==> config.mk <==
export PLATFORM = sky130hd
export DESIGN_NAME = acc_alu_psw
export DESIGN_NICKNAME = d
export VERILOG_FILES = /design/src/rtl/acc_alu_pkg.sv /design/src/rtl/acc_alu_addsub.sv /design/src/rtl/acc_alu_muldiv.sv /design/src/rtl/acc_alu_bankmap.sv /design/src/rtl/acc_alu_psw.sv
export SDC_FILE = /design/constraint.sdc
export NUM_CORES = 1
export LEC_CHECK = 0
export ABC_AREA = 0
export BUFFER_PORTS_ARGS = -buffer_cell sky130_fd_sc_hd__clkbuf_2
export CAP_MARGIN = 0
export CORE_AREA = 2 2 135 137
export CTS_CLUSTER_SIZE = 10
export DETAILED_ROUTE_END_ITERATION = 16
export DIE_AREA = 0 0 137 139
export PLACE_DENSITY = 0.63
export RECOVER_POWER = 25
export SYNTH_ARGS = -nofsm -noshare
export SYNTH_HDL_FRONTEND = slang
export SYNTH_SLANG_ARGS = --single-unit
export TNS_END_PERCENT = 20
==> constraint.sdc <==
create_clock -name clk -period 34.1 [get_ports clk]
set_input_delay 6.82 -clock clk [delete_from_list [all_inputs] [get_ports clk]]
set_output_delay 6.82 -clock clk [all_outputs]
set_load 0.05 [all_outputs]
==> src/rtl/acc_alu_pkg.sv <==
package acc_alu_pkg;
  typedef enum logic [2:0] {
    OP_ADD  = 3'd0,
    OP_ADDC = 3'd1,
    OP_SUBB = 3'd2,
    OP_MUL  = 3'd3,
    OP_DIV  = 3'd4
  } alu_op_e;

  typedef struct packed {
    logic cy;
    logic ac;
    logic ov;
  } arith_flags_t;

  // status word bit positions
  localparam int SW_CY  = 7;
  localparam int SW_AC  = 6;
  localparam int SW_F0  = 5;
  localparam int SW_RSH = 4;
  localparam int SW_RSL = 3;
  localparam int SW_OV  = 2;
  localparam int SW_F1  = 1;
  localparam int SW_PAR = 0;
endpackage

==> src/rtl/acc_alu_addsub.sv <==
module acc_alu_addsub
  import acc_alu_pkg::*;
#(
  parameter int W = 8
) (
  input  logic [W-1:0]  a_i,
  input  logic [W-1:0]  b_i,
  input  logic          sub_i,
  input  logic          cin_i,
  output logic [W-1:0]  res_o,
  output arith_flags_t  flg_o
);
  localparam int HW = W / 2;

  logic [W:0]  full;
  logic [HW:0] half;
  logic [W:0]  cin_w;
  logic [HW:0] cin_h;

  assign cin_w = {{W{1'b0}}, cin_i};
  assign cin_h = {{HW{1'b0}}, cin_i};

  always_comb begin
    if (sub_i) begin
      full = {1'b0, a_i} - {1'b0, b_i} - cin_w;
      half = {1'b0, a_i[HW-1:0]} - {1'b0, b_i[HW-1:0]} - cin_h;
    end else begin
      full = {1'b0, a_i} + {1'b0, b_i} + cin_w;
      half = {1'b0, a_i[HW-1:0]} + {1'b0, b_i[HW-1:0]} + cin_h;
    end
    res_o    = full[W-1:0];
    flg_o.cy = full[W];
    flg_o.ac = half[HW];
    if (sub_i)
      flg_o.ov = (a_i[W-1] != b_i[W-1]) && (full[W-1] != a_i[W-1]);
    else
      flg_o.ov = (a_i[W-1] == b_i[W-1]) && (full[W-1] != a_i[W-1]);
  end
endmodule

==> src/rtl/acc_alu_muldiv.sv <==
module acc_alu_muldiv #(
  parameter int W = 8
) (
  input  logic [W-1:0] a_i,
  input  logic [W-1:0] b_i,
  output logic [W-1:0] prod_lo_o,
  output logic [W-1:0] prod_hi_o,
  output logic         prod_big_o,
  output logic [W-1:0] quot_o,
  output logic [W-1:0] rem_o,
  output logic         div_zero_o
);
  logic [2*W-1:0] prod;

  assign prod       = {{W{1'b0}}, a_i} * {{W{1'b0}}, b_i};
  assign prod_lo_o  = prod[W-1:0];
  assign prod_hi_o  = prod[2*W-1:W];
  assign prod_big_o = |prod[2*W-1:W];
  assign div_zero_o = (b_i == '0);

  always_comb begin
    if (div_zero_o) begin
      quot_o = '0;
      rem_o  = '0;
    end else begin
      quot_o = a_i / b_i;
      rem_o  = a_i % b_i;
    end
  end
endmodule

==> src/rtl/acc_alu_bankmap.sv <==
module acc_alu_bankmap #(
  parameter int BANK_W = 2,
  parameter int IDX_W  = 3
) (
  input  logic                    clk,
  input  logic                    rst,
  input  logic [BANK_W-1:0]       bank_i,
  input  logic [IDX_W-1:0]        idx_i,
  output logic [BANK_W+IDX_W-1:0] addr_o
);
  always_ff @(posedge clk) begin
    if (rst) addr_o <= '0;
    else     addr_o <= {bank_i, idx_i};
  end
endmodule

==> src/rtl/acc_alu_psw.sv <==
module acc_alu_psw
  import acc_alu_pkg::*;
#(
  parameter int DATA_W = 8,
  parameter int IDX_W  = 3
) (
  input  logic                    clk,
  input  logic                    rst,
  input  logic                    op_valid,
  input  logic [2:0]              op_code,
  input  logic [DATA_W-1:0]       operand,
  input  logic                    acc_wr_en,
  input  logic [DATA_W-1:0]       acc_wr_data,
  input  logic                    b_wr_en,
  input  logic [DATA_W-1:0]       b_wr_data,
  input  logic                    psw_wr_en,
  input  logic [7:0]              psw_wr_data,
  input  logic [IDX_W-1:0]        reg_idx,
  output logic [DATA_W-1:0]       acc_q,
  output logic [DATA_W-1:0]       b_q,
  output logic [7:0]              psw_q,
  output logic [IDX_W+1:0]        reg_addr
);
  localparam int BANK_W = 2;

  alu_op_e             op;
  logic [DATA_W-1:0]   acc_r, b_r;
  logic                cy_r, ac_r, f0_r, ov_r, f1_r;
  logic [BANK_W-1:0]   rs_r;

  logic [DATA_W-1:0]   as_res;
  arith_flags_t        as_flg;
  logic [DATA_W-1:0]   p_lo, p_hi, d_q, d_r;
  logic                p_big, d_zero;

  assign op = alu_op_e'(op_code);

  acc_alu_addsub #(.W(DATA_W)) u_addsub (
    .a_i   (acc_r),
    .b_i   (operand),
    .sub_i (op == OP_SUBB),
    .cin_i ((op == OP_ADD) ? 1'b0 : cy_r),
    .res_o (as_res),
    .flg_o (as_flg)
  );

  acc_alu_muldiv #(.W(DATA_W)) u_muldiv (
    .a_i        (acc_r),
    .b_i        (b_r),
    .prod_lo_o  (p_lo),
    .prod_hi_o  (p_hi),
    .prod_big_o (p_big),
    .quot_o     (d_q),
    .rem_o      (d_r),
    .div_zero_o (d_zero)
  );

  acc_alu_bankmap #(.BANK_W(BANK_W), .IDX_W(IDX_W)) u_bank (
    .clk    (clk),
    .rst    (rst),
    .bank_i (rs_r),
    .idx_i  (reg_idx),
    .addr_o (reg_addr)
  );

  always_ff @(posedge clk) begin
    if (rst) begin
      acc_r <= '0;
      b_r   <= '0;
      cy_r  <= 1'b0;
      ac_r  <= 1'b0;
      f0_r  <= 1'b0;
      rs_r  <= '0;
      ov_r  <= 1'b0;
      f1_r  <= 1'b0;
    end else begin
      if (op_valid) begin
        case (op)
          OP_ADD, OP_ADDC, OP_SUBB: begin
            acc_r <= as_res;
            cy_r  <= as_flg.cy;
            ac_r  <= as_flg.ac;
            ov_r  <= as_flg.ov;
          end
          OP_MUL: begin
            acc_r <= p_lo;
            b_r   <= p_hi;
            cy_r  <= 1'b0;
            ac_r  <= 1'b0;
            ov_r  <= p_big;
          end
          OP_DIV: begin
            cy_r <= 1'b0;
            ac_r <= 1'b0;
            ov_r <= d_zero;
            if (!d_zero) begin
              acc_r <= d_q;
              b_r   <= d_r;
            end
          end
          default: ;
        endcase
      end
      // direct loads take precedence over results of the same cycle
      if (acc_wr_en) acc_r <= acc_wr_data;
      if (b_wr_en)   b_r   <= b_wr_data;
      if (psw_wr_en) begin
        cy_r <= psw_wr_data[SW_CY];
        ac_r <= psw_wr_data[SW_AC];
        f0_r <= psw_wr_data[SW_F0];
        rs_r <= psw_wr_data[SW_RSH:SW_RSL];
        ov_r <= psw_wr_data[SW_OV];
        f1_r <= psw_wr_data[SW_F1];
      end
    end
  end

  assign acc_q = acc_r;
  assign b_q   = b_r;
  assign psw_q = {cy_r, ac_r, f0_r, rs_r, ov_r, f1_r, ^acc_r};
endmodule

==> results.toml <==
[grt]
grt_max_degree = 34
grt_first_pass_wirelength_mm = 30.8
grt_overflow = 0
gr-usage-all-layers_pct = 20.4
antenna_found_initial = 0
grt_pass1_vias = 5837

[worst_setup_path]
startpoint_type = "register"
cp.required_ns = 34.20
r2r_start = "acc_q[4]$_SDFFE_PP0P_"
r2r_slack_ns = 19.79
crit_arrival_ns = 14.40
end_kind = "register"
crit_end = "acc_q[0]$_SDFFE_PP0P_"
timing.rr.end = "acc_q[0]$_SDFFE_PP0P_"
crit_start = "acc_q[4]$_SDFFE_PP0P_"
crit_top_cell = "ha_1"
cp_max_fo = 14
crit_type = "reg -> reg"
crit_slowest_cell = "a21oi_1"
max_stage_delay_ns = 0.79
worst-r2r-cell-count = 45

[timing]
worst_pin_slew_ns = 1.54
max_freq_mhz = 69.9
finalSetupViolCount = 0
maxSlewViolCount = 34
slew_headroom_pct = -2.87
tns_ns = 0
fin_worst_skew_ns = 0.00623
fin_crit_sh_pct = 42.0
final_hold_viol_count = 0
rsz0062_at_grt = "no"
fin_crit_ns = 14.31

[route]
drt-total-wl_mm = 19.4
firstDrtPassIters = 5
viasPerCell = 5.52
drc = 0
vias = 6144
drt_iter0_markers = 547
drtAntennaViolNets = 0
wl_per_cell_um = 17.4

[clock_tree]
cts.sinks = 28
cts_max_level = 1
insertion_delay_ns = 0.27
tritoncts = "built"
holdBufCountCts = 0
clk_root_buffer_cell = "clkbuf_16"
numCtsBuffers = 3
ctsResizeCount = 0
ctsLongestPathBuffers = 2
clk_pin_slew_ns = 0.08
cts_setup_buffers = 0

[logic_synthesis]
synth.distinct_cells = 73
synth_flop_cell = "dfxtp_1"
synth_cells = 834
synthArstFlopShare_pct = 0
synthTopCellsByCount = "ha_1 (102), nor2_1 (97), inv_1 (86), nand2_1 (76), a21oi_1 (51)"
synth_area_um2 = 6420
synth_edf_count = 0
synth.largest_area_cell = "ha_1"
synth_nets = 1021
synth-seq-area-share_pct = 8.73
synth.avg_cell_area_um2 = 7.70
synth-seq-cells = 28
synth_top_area_share_pct = 19.9
synth.most_common_cell = "ha_1"
synthTopCellsByArea = "ha_1 (20%), fa_1 (13%), dfxtp_1 (8.7%), nor2_1 (5.7%), inv_1 (5.0%)"
yosysWarnings = 0

[die]
core_area_um2 = 17700
rows = 49
die_area_um2 = 19000
start_util_pct = 36.4
die_h_um = 139
ios = 73
die_w_um = 137

[final_layout]
nNetsFinal = 1072
area_growth_pct = 10.1
drive_above_1_share_pct = 10.5

[run_status]
violations = "capacitance limit, slew limit"
outcome = "complete, but fails checks"

[placed_design]
finalWeightedCongestion = 0.898
port_buffers = 71
dpl.hpwl_mm = 15.0

[min_path]
hold_path_class = "reg -> reg"

[flow_run]
cap_violations = 1
-- how the worst min path moves through the flow --
stage                                    start  slack (ns)                     endpoint  depth (start not counted)
after floorplan              f0_r$_SDFFE_PP0P_        0.46            f0_r$_SDFFE_PP0P_                          2
final                     rs_r[1]$_SDFFE_PP0P_        0.48  u_bank.addr_o[4]$_SDFF_PP0_                          1
after global routing      rs_r[1]$_SDFFE_PP0P_        0.49  u_bank.addr_o[4]$_SDFF_PP0_                          1
after CTS                 rs_r[1]$_SDFFE_PP0P_        0.48  u_bank.addr_o[4]$_SDFF_PP0_                          1
after global placement    rs_r[1]$_SDFFE_PP0P_        0.47  u_bank.addr_o[4]$_SDFF_PP0_                          1
after detailed placement  rs_r[1]$_SDFFE_PP0P_        0.47  u_bank.addr_o[4]$_SDFF_PP0_                          1
-- layer usage --
layer / wire, um / track usage (%) / up-vias
li1: - / - / 3018
met1: 8980 / 28.3 / 2933
met2: 9140 / 33.8 / 168
met3: 969 / 2.12 / 25
met4: 355 / 5.21 / 0
met5: 0 / 0 / -
-- metrics by stage --
| step | utilization [%] | instance area, um^2 | std cells | worst slack, ns | hold WS [ns] |
|---|---|---|---|---|---|
| final | 40.0 | 7070 | 1114 | 19.79 | 0.484 |
| after global routing | 40.0 | 7070 | 1113 | 19.10 | 0.492 |
| after global placement | 39.5 | 6970 | 1109 | 20.10 | 0.468 |
| after floorplan | - | 6420 | 834 | 22.05 | 0.462 |
| after CTS | 40.1 | 7080 | 1113 | 20.05 | 0.485 |
| after detailed placement | 39.5 | 6970 | 1109 | 20.07 | 0.470 |
-- sequential cells by signal, indices dropped and copies added (netlist names) --
| signal | count |
|---|---|
| acc_q | 8 |
| b_q | 8 |
| u_bank.addr_o | 5 |
| rs_r | 2 |
| ac_r | 1 |
| cy_r | 1 |
| f0_r | 1 |
| f1_r | 1 |
| ov_r | 1 |
-- cell type report --
class                      instances  area [um^2]
clock buffer                       3         75.1
sequential                        28          561
clock inverter                     1         30.0
inverter                          89          334
multi-input combinational        684         5370
fill                            1849        10600
tap                              229          287
antenna                            1         2.50
timing repair buffer              79          408
-- cell families (layout without fill, tap and decap cells) --
kind of cell / after synthesis / after routing / synth area share (%)
AOI/OAI and AO/OA: 203 / 203 / 21.6
xor gates and xnor gates: 48 / 48 / 6.55
adders and majority gates: 143 / 143 / 32.7
buffers and inverters: 122 / 172 / 7.56
DFF: 28 / 28 / 8.73
muxes: 20 / 20 / 3.29
other: 0 / 1 / 0
and+or+nand+nor: 270 / 270 / 19.6
-- worst max-delay path: cells and delay by family (launching register included) --
family | cells | cell delay, ns
compound gates | 22 | 6.78
fa+ha+maj | 8 | 2.84
mux | 5 | 1.88
simple gates | 8 | 1.39
flops | 1 | 0.76
buf+inv | 1 | 0.36
xor+xnor | 1 | 0.14
-- cell usage in the layout, fill, tap and decap left out, types with 16 or more instances in the layout --
master	netlist	layout
o21ai_1	16	16
clkbuf_2	0	65
ha_1	102	102
nor2_1	97	97
xnor2_1	36	36
nor3_1	20	20
inv_1	86	86
dfxtp_1	28	28
nor2b_1	16	16
fa_1	41	41
nand2_1	76	76
a21oi_1	51	51
o21ai_0	22	22
Power is left out: the tool's default activity adds up to more than one toggle a clock period on the data nets, which glitch-free logic cannot reach.
